File: src/rtl/keysel_pkg.sv
package keysel_pkg;

  localparam int unsigned MAX_LINES = 16;

  // true when exactly one bit of the vector is set
  function automatic logic single_hot(input logic [MAX_LINES-1:0] v);
    return (v != '0) && ((v & (v - 1'b1)) == '0);
  endfunction

endpackage

File: src/rtl/keysel_debounce.sv
module keysel_debounce #(
  parameter int unsigned DEB_CYCLES = 10000
) (
  input  logic clk,
  input  logic rst_n,
  input  logic raw_in,
  output logic level_out
);
  localparam int unsigned CNT_W = $clog2(DEB_CYCLES + 1);
  localparam logic [CNT_W-1:0] CNT_LAST = CNT_W'(DEB_CYCLES - 1);

  logic             sync_a, sync_b;
  logic             stable_q;
  logic [CNT_W-1:0] cnt_q;

  always_ff @(posedge clk or negedge rst_n) begin
    if (!rst_n) begin
      sync_a <= 1'b0;
      sync_b <= 1'b0;
    end else begin
      sync_a <= raw_in;
      sync_b <= sync_a;
    end
  end

  always_ff @(posedge clk or negedge rst_n) begin
    if (!rst_n) begin
      stable_q <= 1'b0;
      cnt_q    <= '0;
    end else if (sync_b == stable_q) begin
      cnt_q <= '0;
    end else if (cnt_q == CNT_LAST) begin
      stable_q <= sync_b;
      cnt_q    <= '0;
    end else begin
      cnt_q <= cnt_q + 1'b1;
    end
  end

  assign level_out = stable_q;

  // filtered level moves only after a full window of disagreement
  assert_full_window_R8: assert property (@(posedge clk) disable iff (!rst_n)
    (stable_q != $past(stable_q)) |-> ($past(cnt_q) == CNT_LAST));

  assert_cnt_bound_R8: assert property (@(posedge clk) disable iff (!rst_n)
    cnt_q <= CNT_LAST);

endmodule

File: src/rtl/keysel_decode.sv
module keysel_decode
  import keysel_pkg::*;
#(
  parameter int unsigned ROWS   = 3,
  parameter int unsigned COLS   = 3,
  parameter int unsigned ITEM_W = 4
) (
  input  logic [ROWS-1:0]   rows,
  input  logic [COLS-1:0]   cols,
  output logic              legal,
  output logic              idle,
  output logic [ITEM_W-1:0] number
);
  logic [ITEM_W-1:0] ridx, cidx;
  logic              row_one, col_one;

  always_comb begin
    ridx = '0;
    for (int i = 0; i < ROWS; i++) begin
      if (rows[i]) ridx = ITEM_W'(i);
    end
    cidx = '0;
    for (int j = 0; j < COLS; j++) begin
      if (cols[j]) cidx = ITEM_W'(j);
    end
  end

  assign row_one = single_hot(MAX_LINES'(rows));
  assign col_one = single_hot(MAX_LINES'(cols));
  assign legal   = row_one && col_one;
  assign idle    = (rows == '0) && (cols == '0);
  assign number  = ridx * ITEM_W'(COLS) + cidx + ITEM_W'(1);

  // a legal decode is never an idle pad (R4/R5 relation)
  always_comb begin
    assert_legal_not_idle_R5: assert (!(legal && idle));
  end

endmodule

File: src/rtl/keysel_strobe.sv
module keysel_strobe #(
  parameter int unsigned ITEM_W = 4,
  parameter int unsigned NKEYS  = 9
) (
  input  logic              clk,
  input  logic              rst_n,
  input  logic              legal,
  input  logic              idle,
  input  logic [ITEM_W-1:0] number,
  input  logic              ret_lvl,
  output logic [ITEM_W-1:0] item_num,
  output logic              press_stb,
  output logic              ret_stb
);
  logic armed_q, ret_prev_q;

  always_ff @(posedge clk or negedge rst_n) begin
    if (!rst_n) begin
      armed_q   <= 1'b1;
      press_stb <= 1'b0;
      item_num  <= '0;
    end else begin
      press_stb <= 1'b0;
      if (legal && armed_q) begin
        press_stb <= 1'b1;
        item_num  <= number;
        armed_q   <= 1'b0;
      end else if (idle) begin
        armed_q <= 1'b1;
      end
    end
  end

  always_ff @(posedge clk or negedge rst_n) begin
    if (!rst_n) begin
      ret_prev_q <= 1'b0;
      ret_stb    <= 1'b0;
    end else begin
      ret_prev_q <= ret_lvl;
      ret_stb    <= ret_lvl && !ret_prev_q;
    end
  end

  assert_press_single_R3: assert property (@(posedge clk) disable iff (!rst_n)
    press_stb |=> !press_stb);

  assert_item_held_R6: assert property (@(posedge clk) disable iff (!rst_n)
    (item_num != $past(item_num)) |-> press_stb);

  assert_item_range_R2: assert property (@(posedge clk) disable iff (!rst_n)
    press_stb |-> (item_num >= ITEM_W'(1) && item_num <= ITEM_W'(NKEYS)));

  assert_ret_single_R7: assert property (@(posedge clk) disable iff (!rst_n)
    ret_stb |=> !ret_stb);

endmodule

File: src/rtl/keypad_select_encoder.sv
module keypad_select_encoder #(
  parameter int unsigned ROWS       = 3,
  parameter int unsigned COLS       = 3,
  parameter int unsigned ITEM_W     = 4,
  parameter int unsigned DEB_CYCLES = 10000
) (
  input  logic              clk,
  input  logic              rst_n,
  input  logic [ROWS-1:0]   row_in,
  input  logic [COLS-1:0]   col_in,
  input  logic              ret_in,
  output logic [ITEM_W-1:0] item_num,
  output logic              press_stb,
  output logic              ret_stb
);
  localparam int unsigned NLINES = ROWS + COLS + 1;
  localparam int unsigned NKEYS  = ROWS * COLS;

  logic [NLINES-1:0] raw_vec, flt_vec;
  logic [ROWS-1:0]   rows_f;
  logic [COLS-1:0]   cols_f;
  logic              ret_f;
  logic              legal, idle;
  logic [ITEM_W-1:0] number;

  assign raw_vec = {ret_in, col_in, row_in};

  for (genvar g = 0; g < NLINES; g++) begin : g_deb
    keysel_debounce #(.DEB_CYCLES(DEB_CYCLES)) u_deb (
      .clk       (clk),
      .rst_n     (rst_n),
      .raw_in    (raw_vec[g]),
      .level_out (flt_vec[g])
    );
  end

  assign rows_f = flt_vec[ROWS-1:0];
  assign cols_f = flt_vec[ROWS+COLS-1:ROWS];
  assign ret_f  = flt_vec[NLINES-1];

  keysel_decode #(.ROWS(ROWS), .COLS(COLS), .ITEM_W(ITEM_W)) u_dec (
    .rows   (rows_f),
    .cols   (cols_f),
    .legal  (legal),
    .idle   (idle),
    .number (number)
  );

  keysel_strobe #(.ITEM_W(ITEM_W), .NKEYS(NKEYS)) u_stb (
    .clk       (clk),
    .rst_n     (rst_n),
    .legal     (legal),
    .idle      (idle),
    .number    (number),
    .ret_lvl   (ret_f),
    .item_num  (item_num),
    .press_stb (press_stb),
    .ret_stb   (ret_stb)
  );

  assert_strobe_disjoint_R7: assert property (@(posedge clk) disable iff (!rst_n)
    ret_stb |-> $stable(item_num));

endmodule

File: config.mk
export PLATFORM = sky130hd
export DESIGN_NAME = keypad_select_encoder
export DESIGN_NICKNAME = d
export VERILOG_FILES = /design/src/rtl/keysel_pkg.sv /design/src/rtl/keysel_debounce.sv /design/src/rtl/keysel_decode.sv /design/src/rtl/keysel_strobe.sv /design/src/rtl/keypad_select_encoder.sv
export SDC_FILE = /design/constraint.sdc
export NUM_CORES = 1
export LEC_CHECK = 0
export BUFFER_PORTS_ARGS = -buffer_cell sky130_fd_sc_hd__buf_4
export CORE_AREA = 2 2 144 146
export CTS_CLUSTER_DIAMETER = 120
export DETAILED_ROUTE_END_ITERATION = 16
export DIE_AREA = 0 0 146 148
export GPL_ROUTABILITY_DRIVEN = 0
export GPL_TIMING_DRIVEN = 0
export PLACE_DENSITY_LB_ADDON = 0.2
export SETUP_SLACK_MARGIN = 0.15
export SLEW_MARGIN = 20
export SYNTH_ARGS = -nofsm -noshare
export SYNTH_HDL_FRONTEND = slang
export SYNTH_SLANG_ARGS = --single-unit
File: constraint.sdc
create_clock -name clk -period 2.5 [get_ports clk]
set_input_delay 0.125 -clock clk [delete_from_list [all_inputs] [get_ports clk]]
set_output_delay 0.125 -clock clk [all_outputs]
set_load 0.03 [all_outputs]
# == Word-level counts from Yosys, hierarchy flattened ==
# Cells that the tools add are included.
# W data, S select, Z words.
# op_classes
add_sub_neg,11
div_mod_pow,0
n_shift,0
bitwise_logic,9
n_lt_le_gt_ge,0
mul,1
n_reduce_logical,21
eq_ne,14
muxes,21
# op_table
op,n
$mux W14,14
$add A14 B1 Y14 const B,7
$eq A14 B14 Y1 const B,7
$and A3 B16 Y16,2
$logic_not A16 Y1,2
$reduce_and A2 Y1,7
$sub A3 B1 Y4 const B,2
$eq A1 B1 Y1,7
$not A1 Y1,7
$logic_and A1 B1 Y1,6
$logic_not A3 Y1,2
$reduce_bool A3 Y1,2
$mux W1,5
$add A4 B1 Y4 const B,1
$add A4 B2 Y4,1
$mul A2 B2 Y4 const B,1
$mux W2,2
$reduce_bool A2 Y1,1
$logic_not A1 Y1,1
# word_totals
output_inout_bits,6
mem_bits_ro,0
ram_bits,0
input_bits,9
ff_bits,127
latch_bits,0
memories,0

# == Logic depth before layout (Yosys ltp) ==
# Gate-level depths: netlist (run 1).
# logic_depth
ltp_word,7
mapped_depth,8
ltp_nobuf,7

# == By module ==
# A second synthesis (run 1) with hierarchy kept.
# unflattened
hier_cells,544
area_unflattened_um2,5985.7
# by_module_without_submodules
mod,instances,cells_each,area_each_um2
keysel_debounce,7,72,788.3
keysel_strobe,1,17,291.5
keysel_decode,1,23,176.4

# == Least setup slack after synthesis (run 1) ==
# Ideal clock, no wire load.
# synth_timing
path_type,register to register
from,register g_deb[2].u_deb.stable_q
to,register u_stb.item_num[2]
setup_time_ns,0.125
path_stages_with_launch,7
arrival_ns,1.909
synth_period_minus_slack_ns,2.033
setup_slack_ns,0.467
path_buffers,1
cell_sequence,dfrtp_1 > buf_2 > or2_2 > ha_1 > fa_1 > xnor2_1 > mux2_2
# synth_between
elab_chain_cells,6
# synth_lines
element,line,rtl
start: declaration,keysel_debounce.sv:13,logic stable_q;
start signal: assignment,keysel_debounce.sv:33,stable_q <= sync_b;
"parallel branches: the longest is 6 deep, another holds $mul A2 B2 Y4",--,
end signal: assignment,keysel_strobe.sv:26,item_num <= number;
end: declaration,keysel_strobe.sv:11,"output logic [ITEM_W-1:0] item_num,"
# Several ways; the timed one is not identified.
# A chain may end at the register's enable or synchronous reset.

# == Final worst setup path (run 1) ==
# Same ends and word-level chain as after synthesis.

==> impl_metrics.csv, run 1 <==
group,metric,value,unit
status,run_status,"finished clean",
timing,finalMaxSlewViolations,0,
placed_design,dpl.hpwl,7054,um
clock_tree,ctsResizeCount,0,
floorplanning,die_y,148,um
timing,tightest_slew,0.5253,ns
global_route,grt_pass1_vias,4037,
route,via_per_inst,4.531,
power,intPower,3.770,mW
timing,slew_headroom,64.98,%
global_route,grt_overflow_total,0,
clock_tree,numClockSinks,127,
clock_tree,worstSkewPairLatency,0.41,ns
setup_path,crit_fanout,9,
timing,setup_ws,0.3782,ns
power,comb_power_share,3.4,%
run,drv_cap,0,
global_route,antenna_found_initial,0,
clock_tree,cts_buffers,17,
timing,hold_viol_final,0,
route,drcViolationCount,0,
yosys,syn_avg_cell_area,10.62,um2
yosys,synth_edf_count,0,
placed_design,pre_cts_ws,0.3817,ns
final_layout,final_common_cell,"dfrtp_1",
yosys,netlist_area,5936,um2
yosys,synth-seq-cells,127,
route,dr.pass1.iters,4,
clock_tree,clk_path_buf_depth,2,
power,power.switching,0.9762,mW
placed_design,io_buffers,14,
route,vias,4001,
timing,finClkSkew,0.006403,ns
yosys,synth_xor_area_share,13.58,%
setup_path,worstPathRequired,2.79,ns
final_layout,final_util,35.31,%
clock_tree,postCtsHoldBufs,8,
setup_path,critPathKind,"reg -> reg",
final_layout,antenna_cells,0,
power,peakVddDrop,0.4103,mV
route,routedWlPerCell,11.96,um
yosys,synth_top_family_by_area,"simple AND/OR/NAND/NOR gates",
power,leakage,2.988,nW
worst_hold_path,hp-class,"in -> async",
timing,final-setup-viol-count,0,
timing,rsz0062_at_grt,"no",
power,p_sw_share,20.57,%
route,drtIter0Drc,159,
clock_tree,ctsHtreeMaxLevel,4,
clock_tree,clk_pin_slew,0.05,ns
final_layout,n_fill_cell,2031,
power,p_total,4.746,mW
clock_tree,cts_setup_buffers,0,
timing,tns,0,ns
yosys,synthMuxAreaShare,2.319,%
setup_path,arrival,2.42,ns
yosys,syn-instance-count,559,
final_layout,final_cell_mix,"dfrtp_1, nor2_1, xnor2_1, nand3_1, xor2_1",
global_route,grt_max_degree,96,
clock_tree,cts_tree,"yes",
floorplanning,start_util,29.62,%
yosys,synthFlopType,"dfrtp_1",
timing,period_needed,2.122,ns
yosys,synth-seq-area-share,53.56,%
power,clockPowerShare,51.6,%
yosys,synthAdderAreaFrac,3.921,%
floorplanning,ioPinCount,15,
final_layout,layout.nets,628,
route,final_antenna_net_count,0,
yosys,ys_types,43,
floorplanning,die-area,21610,um2
floorplanning,die_x,146,um
power,power.density,670.7,nW/um2
setup_path,worstSetupStartpointType,"flip-flop",
power,power_frac_seq,45.1,%
yosys,async_reset_ff_share,100.0,%
timing,fin_crit_sh,84.87,%
timing,fmax,0.4713,GHz
floorplanning,num_rows,52,
yosys,yosysWarnings,0,
yosys,synth_nets,586,
final_layout,drive_gt1_share,11.26,%
global_route,grt_pass1_wl,18950,um
yosys,synth-simple-area-share,23.57,%
final_layout,synthToLayoutAreaGrowth,19.22,%
clock_tree,ctsRootBufferMaster,"clkbuf_16",
setup_path,cp-end-kind,"flip-flop",
floorplanning,coreArea,20040,um2
yosys,synth-compound-area-share,0.9907,%
route,totalWireLength,10560,um
global_route,grtUsageTotal,10.87,%
-- cell families after synthesis --
logic type | count (synthesis)
AO/OA/AOI/OAI | 10
AND/OR/NAND/NOR | 277
multiplexers | 11
flip-flops | 127
XOR/XNOR | 92
buffers and inverters | 24
adder cells (fa/ha/maj) | 18
-- worst max-delay path: stages, from the launching register on --
cell,delay [ns]
dfrtp_1,0.35
buf_2,0.17
or2_2,0.32
ha_1,0.32
fa_1,0.44
xnor2_1,0.14
mux2_2,0.26
-- state kept, by name, summed over array words and instances, names as in the netlist --
signal	cells
g_deb.u_deb.cnt_q	98
g_deb.u_deb.level_out	7
g_deb.u_deb.sync_a	7
g_deb.u_deb.sync_b	7
u_stb.item_num	4
u_stb.armed_q	1
u_stb.press_stb	1
u_stb.ret_prev_q	1
u_stb.ret_stb	1
-- cell type report --
cell class	instances	area (um2)	area share (%)
clock inverters	6	107.6	1.521
well taps	270	337.8	4.774
repair buffers	23	220.2	3.112
inverters	15	56.30	0.7956
multi-input cells	408	2634	37.22
plain buffers	9	66.31	0.9371
flip-flops and latches	127	3179	44.93
clock buffers	25	475.5	6.719
-- worst paths after layout --
kind | startpoint | slack, ns | depth (start not counted) | end
max in group asynchronous | rst_n | 1.56 | 3 | g_deb[3].u_deb.cnt_q[12]
setup reg to reg | g_deb[2].u_deb.level_out | 0.38 | 6 | u_stb.item_num[2]
setup / recovery | g_deb[2].u_deb.level_out | 0.38 | 6 | u_stb.item_num[2]
hold / removal | rst_n | 0.17 | 2 | g_deb[2].u_deb.cnt_q[11]
min in group clk | g_deb[6].u_deb.sync_a | 0.35 | 0 | g_deb[6].u_deb.sync_b
hold reg to reg | g_deb[6].u_deb.sync_a | 0.35 | 0 | g_deb[6].u_deb.sync_b
-- synthesized netlist by cell type (8+ instances only) --
cell | n | area, um2
nand4_1 | 24 | 150.1
xor2_1 | 31 | 271.5
nand3_1 | 32 | 160.2
ha_1 | 17 | 212.7
inv_1 | 15 | 56.30
dfrtp_1 | 126 | 3153
xnor2_1 | 61 | 534.3
nor3_1 | 19 | 95.09
nor2_1 | 111 | 416.7
nor4_1 | 13 | 81.33
nand2_1 | 27 | 101.4
and3_1 | 8 | 50.05
-- through the flow --
| step | hold WS, ns | area (um2) | instances |
|---|---|---|---|
| floorplan | -0.1706 | 5936 | 559 |
| global placement | 0.2361 | 6379 | 843 |
| detailed placement | 0.006464 | 6414 | 844 |
| CTS | 0.1591 | 7077 | 883 |
| global route | 0.1852 | 7077 | 883 |
| finish | 0.1709 | 7077 | 883 |
-- per-layer routing --
layer	part of all wire (%)	vias up	global-route usage, %
li1	-	1986	-
met4	1.8	0	4.709
met2	45	38	16.86
met1	50	1962	14.11
met5	0	-	0
met3	3.1	15	3.302
-- power groups by stage --
stage	clock [mW]	combinational [mW]	sequential, mW
2_1_floorplan	0	0.0761	2.16
3_3_place_gp	0	0.145	2.17
3_5_place_dp	0	0.156	2.17
4_1_cts	2.53	0.167	2.14
5_1_grt	2.63	0.187	2.15
6_report	2.45	0.159	2.14
Power figures use the tool's default switching activity.
==> run 2, diff against run 1 <==
==> constraint.sdc (replaced) <==
create_clock -name clk -period 1.9 [get_ports clk]
set_input_delay 0.095 -clock clk [delete_from_list [all_inputs] [get_ports clk]]
set_output_delay 0.095 -clock clk [all_outputs]
set_load 0.03 [all_outputs]
==> run 2 against run 1 <==
  * Register-to-register slack lost 0.35 ns
  * Critical path depth shrank 1
  * Largest power group unchanged
  * Die area is the same
  * Sequential share of layout area shrank 3.6 points
  * Count of clock-buffer cells in the layout shrank 2
  * Global-route usage grew 0.65 points
  * Final cell count grew 3.9%
  * Sequential power grew 32%
==> impl_metrics.csv, run 2 (synthesis results as in run 1) <==
group,metric,value,unit
floorplanning,die-area,21610,um2
final_layout,drive_gt1_share,26.28,%
power,clockPowerShare,50.0,%
run,drv_cap,0,
timing,finClkSkew,0.01001,ns
global_route,grt_pass1_wl,19890,um
clock_tree,clk_path_buf_depth,2,
floorplanning,die_y,148,um
global_route,use_met3,4.012,%
final_layout,antenna_cells,0,
placed_design,dpl.hpwl,6939,um
final_layout,final_cell_mix,"dfrtp_1, nor2_1, xnor2_1, buf_4, nand3_1",
setup_path,rr_endpoint,"g_deb[0].u_deb.cnt_q[4]",
setup_path,regToRegStartpoint,"g_deb[0].u_deb.cnt_q[12]",
global_route,grt_overflow_total,0,
clock_tree,numClockSinks,127,
clock_tree,ctsRootBufferMaster,"clkbuf_16",
route,drcViolationCount,0,
clock_tree,cts_buffers,17,
clock_tree,clk_pin_slew,0.05,ns
power,power_frac_seq,45.4,%
power,intPower,4.858,mW
timing,hold_viol_final,0,
final_layout,top_register,"g_deb.u_deb.cnt_q",
global_route,antenna_found_initial,0,
setup_path,critPathKind,"reg -> reg",
timing,slew_headroom,68.35,%
route,totalWireLength,11550,um
route,drtIter0Drc,151,
floorplanning,die_x,146,um
global_route,busiest_layer,"met2",
route,routedWlPerCell,12.60,um
power,peakVddDrop,0.5219,mV
final_layout,n_fill_cell,1970,
final_layout,multi_input_area,2960,um2
timing,rsz0062_at_grt,"yes",
power,leakage,3.150,nW
final_layout,regArea,3186,um2
timing,fmax,0.5340,GHz
setup_path,worstSetupStartpointType,"flip-flop",
worst_hold_path,hp-class,"in -> async",
route,final_antenna_net_count,0,
timing,tightest_slew,0.4705,ns
global_route,gr-usage-met1,14.36,%
global_route,grtUsageMet2,18.09,%
final_layout,final_common_cell,"dfrtp_1",
global_route,grt_pass1_vias,4171,
global_route,grt_max_degree,92,
floorplanning,ioPinCount,15,
final_layout,layout.nets,663,
floorplanning,coreArea,20040,um2
floorplanning,start_util,29.62,%
clock_tree,worstSkewPairLatency,0.42,ns
floorplanning,num_rows,52,
clock_tree,cts_tree,"yes",
final_layout,synthToLayoutAreaGrowth,29.81,%
final_layout,largest_reg_flops,98,
timing,final-setup-viol-count,0,
timing,fin_crit_sh,98.55,%
timing,finalMaxSlewViolations,0,
placed_design,io_buffers,14,
power,power.density,806.2,nW/um2
global_route,grtUsageTotal,11.51,%
setup_path,arrival,2.17,ns
placed_design,pre_cts_ws,-0.02096,ns
route,dr.pass1.iters,4,
route,via_per_inst,4.485,
setup_path,worstPathRequired,2.20,ns
setup_path,rrSetupSlack,0.03,ns
setup_path,cp-end-kind,"flip-flop",
timing,setup_ws,0.02749,ns
power,power.switching,1.354,mW
route,vias,4113,
status,run_status,"finished clean",
power,p_sw_share,21.79,%
clock_tree,ctsHtreeMaxLevel,4,
power,comb_power_share,4.6,%
timing,holdWs,0.1444,ns
setup_path,crit_fanout,5,
setup_path,ff2ff_path_depth,5,
timing,period_needed,1.873,ns
-- run 2: changes by cell type in the layout (fill, tap and decap cells not counted), sizes merged --
cell	previous run	this run
buf	21	57
clkinv	2	4
clkbuf	28	25
bufinv	3	2
-- run 2: final cells by class --
cell class,count,share of cell area [%]
Buffer,9,1.202
Clock buffer,23,6.073
Clock inverter,7,1.137
Inverter,15,0.7308
Multi-Input combinational cell,408,38.42
Sequential cell,127,41.34
Tap cell,270,4.385
Timing Repair Buffer,58,6.707
-- run 2: how the worst max path moves through the flow --
stage | endpoint | depth (start not counted) | start | slack (ns)
after global placement | g_deb[5].u_deb.cnt_q[11] | 5 | g_deb[5].u_deb.cnt_q[6] | -0.03
after CTS | g_deb[6].u_deb.level_out | 3 | g_deb[6].u_deb.cnt_q[7] | 0.01
after floorplan | g_deb[6].u_deb.level_out | 3 | g_deb[6].u_deb.cnt_q[11] | 0.09
after global routing | g_deb[6].u_deb.cnt_q[8] | 5 | g_deb[6].u_deb.cnt_q[11] | -0.02
after detailed placement | g_deb[5].u_deb.cnt_q[7] | 5 | g_deb[5].u_deb.cnt_q[6] | -0.02
final | g_deb[0].u_deb.cnt_q[4] | 5 | g_deb[0].u_deb.cnt_q[12] | 0.03
-- run 2: layer usage --
metal | routed length (um) | part of all wire, % | vias to the layer above
met3 | 329 | 2.8 | 17
met1 | 5523 | 48 | 2001
met2 | 5514 | 48 | 41
li1 | - | - | 2054
met4 | 186 | 1.6 | 0
met5 | 0 | 0 | -
-- run 2: repair_timing --
item,in CTS,in global routing
gates resized for setup,50,58
cloned,4,0
hold endpoints to repair,133,0
pin swaps,33,16
setup buffers,17,14
setup endpoints to repair,92,91
hold buffers,8,0
-- run 2: through the flow --
| stage | TNS (ns) | total power, mW | util (%) | cell area [um2] | instances |
|---|---|---|---|---|---|
| after floorplan | 0 | 2.948 | - | 5966 | 559 |
| after global placement | -0.4893 | 3.053 | 31.98 | 6409 | 843 |
| after detailed placement | -0.1890 | 3.067 | 32.16 | 6444 | 844 |
| after CTS | 0 | 6.276 | 36.88 | 7390 | 903 |
| after global routing | -0.1443 | 6.508 | 38.45 | 7705 | 917 |
| final | 0 | 6.212 | 38.45 | 7705 | 917 |
-- run 2: worst max-delay path, cell delays in order (launching register included) --
cell     delay, ns
dfrtp_1       0.37
or4b_1        0.52
or4_4         0.54
nand2_4       0.12
buf_8         0.15
nor2_4        0.04
-- run 2: power by group through the flow --
stage | clock, mW | combinational [mW] | sequential (mW)
after detailed placement | 0 | 0.205 | 2.86
final | 3.11 | 0.286 | 2.82
after global routing | 3.36 | 0.323 | 2.82
after floorplan | 0 | 0.101 | 2.85
after global placement | 0 | 0.193 | 2.86
after CTS | 3.20 | 0.262 | 2.81
==> run 3, diff against run 2 <==
--- a/config.mk
+++ b/config.mk
@@ -13,6 +13,7 @@
 export GPL_ROUTABILITY_DRIVEN = 0
 export GPL_TIMING_DRIVEN = 0
 export PLACE_DENSITY_LB_ADDON = 0.2
+export RECOVER_POWER = 100
 export SETUP_SLACK_MARGIN = 0.15
 export SLEW_MARGIN = 20
 export SYNTH_ARGS = -nofsm -noshare
==> run 3 against run 2 <==
  * Die area unchanged
  * Final cell count unchanged
  * Wire length decreased by 0.33%
  * Core utilization decreased by 0.65 points
  * Largest power group unchanged
  * Combinational power decreased by 5%
  * Count of clock-buffer cells in the layout unchanged
  * First-iteration DRC count decreased by 11%
  * Hold slack improved by 0.20 ns
  * Via count increased by 0.15%
  * Global-route usage unchanged
  * Largest cell class unchanged
==> impl_metrics.csv, run 3 (synthesis results as in run 1) <==
group,metric,value,unit
final_layout,final_common_cell,"dfrtp_1",
setup_path,crit_fanout,3,
clock_tree,ctsRootBufferMaster,"clkbuf_16",
route,drcViolationCount,0,
route,final_antenna_net_count,0,
floorplanning,start_util,29.62,%
route,m1WireLength,5488,um
clock_tree,cts_buffers,17,
power,p_total,6.193,mW
setup_path,cp-end-kind,"flip-flop",
clock_tree,worstSkewPairLatency,0.42,ns
final_layout,top_register,"g_deb.u_deb.cnt_q",
timing,finClkSkew,0.01013,ns
global_route,grt_max_degree,92,
global_route,grt_overflow_total,0,
placed_design,dpl.hpwl,6939,um
route,routed.top_layer,"met4",
final_layout,layout.nets,663,
timing,tns,0,ns
timing,setup_ws,0.02876,ns
final_layout,finalInstanceArea,7575,um2
power,peakVddDrop,0.5182,mV
setup_path,worstSetupStartpointType,"flip-flop",
global_route,grtUsageTotal,11.51,%
timing,holdWs,0.3400,ns
floorplanning,die_x,146,um
timing,finalMaxSlewViolations,0,
route,vias,4119,
final_layout,regArea,3184,um2
final_layout,antenna_cells,0,
placed_design,post_dp_cell_area,6444,um2
timing,fin_crit_sh,98.49,%
clock_tree,cts_tree,"yes",
floorplanning,die_y,148,um
route,dr_wl_met2,5535,um
timing,hold_viol_final,0,
final_layout,fin_cells,917,
timing,rsz0062_at_grt,"yes",
worst_hold_path,hp-class,"in -> reg",
timing,tightest_slew,0.9782,ns
clock_tree,clk_path_buf_depth,2,
setup_path,critPathKind,"reg -> reg",
route,drtIter0Drc,135,
run,drv_cap,0,
placed_design,pre_cts_ws,-0.02096,ns
setup_path,arrival,2.17,ns
placed_design,dp.cells,844,
final_layout,multi_input_area,2892,um2
global_route,grt_pass1_wl,19890,um
clock_tree,clk_pin_slew,0.06,ns
final_layout,drive_gt1_share,23.18,%
final_layout,final_util,37.80,%
route,wl_met3,336,um
power,power.density,817.6,nW/um2
timing,final-setup-viol-count,0,
floorplanning,die-area,21610,um2
placed_design,io_buffers,14,
power,leakage,3.104,nW
final_layout,n_fill_cell,1996,
route,via_per_inst,4.492,
global_route,grt_pass1_vias,4171,
timing,slew_headroom,34.79,%
setup_path,worstPathRequired,2.20,ns
floorplanning,num_rows,52,
global_route,antenna_found_initial,0,
floorplanning,coreArea,20040,um2
route,routedWlPerCell,12.56,um
route,dr.pass1.iters,4,
clock_tree,ctsHtreeMaxLevel,4,
final_layout,final_cell_mix,"dfrtp_1, nor2_1, xnor2_1, nand3_1, xor2_1",
timing,period_needed,1.871,ns
clock_tree,numClockSinks,127,
route,totalWireLength,11520,um
final_layout,synthToLayoutAreaGrowth,27.61,%
final_layout,largest_reg_flops,98,
status,run_status,"finished clean",
timing,fmax,0.5344,GHz
floorplanning,ioPinCount,15,
run 3: cell count changes in the layout (fill, tap and decap cells not counted), moves of 2 or more:
cell	before	now
nand2_1	25	27
buf_6	11	9
buf_4	40	27
clkbuf_4	1	10
buf_8	4	1
clkbuf_1	4	10
nor2_2	24	22
nor2_4	17	13
nor2_1	70	76
clkbuf_2	1	5
run 3: final timing paths:
kind                                                from                  endpoint  slack [ns]  cells past startpoint
max in group asynchronous                          rst_n  g_deb[6].u_deb.cnt_q[12]        0.56                      3
worst min-delay path                           row_in[0]     g_deb[0].u_deb.sync_a        0.34                      2
worst max register to register  g_deb[3].u_deb.cnt_q[12]  g_deb[3].u_deb.level_out        0.03                      3
worst max-delay path            g_deb[3].u_deb.cnt_q[12]  g_deb[3].u_deb.level_out        0.03                      3
min in group asynchronous                          rst_n  g_deb[2].u_deb.cnt_q[12]        0.38                      2
worst min register to register     g_deb[3].u_deb.sync_a     g_deb[3].u_deb.sync_b        0.35                      0
run 3: critical path: stages (launching register included):
cell and delay (ns):
dfrtp_1 0.38, or4b_1 0.52, or4_4 0.54, mux2_4 0.32
run 3: power breakdown:
part | switching, mW | leakage (nW) | internal [mW] | total, mW
Sequential | 0.0575 | 1.72 | 2.76 | 2.82
Clock | 1.13 | 0.273 | 1.97 | 3.10
Combinational | 0.155 | 1.12 | 0.116 | 0.271
run 3: area by class of cell:
type	count	share of cell area, %
Sequential cell	127	42.04
Tap cell	270	4.460
Buffer	9	1.041
Timing Repair Buffer	58	6.211
Inverter	15	0.7433
Multi-Input combinational cell	408	38.17
Clock inverter	7	1.156
Clock buffer	23	6.178
run 3: what timing repair did:
item | CTS | global route
cloned | 4 | 0
hold endpoints to repair | 133 | 0
setup endpoints to repair | 92 | 91
gates resized for setup | 50 | 58
setup buffers | 17 | 14
hold buffers | 8 | 0
pin swaps | 33 | 16
run 3: per-layer routing:
layer / up-vias / GRT usage [%]
met4: 0 / 5.194
met3: 14 / 4.012
met1: 2001 / 14.36
met2: 46 / 18.09
li1: 2058 / -
met5: - / 0
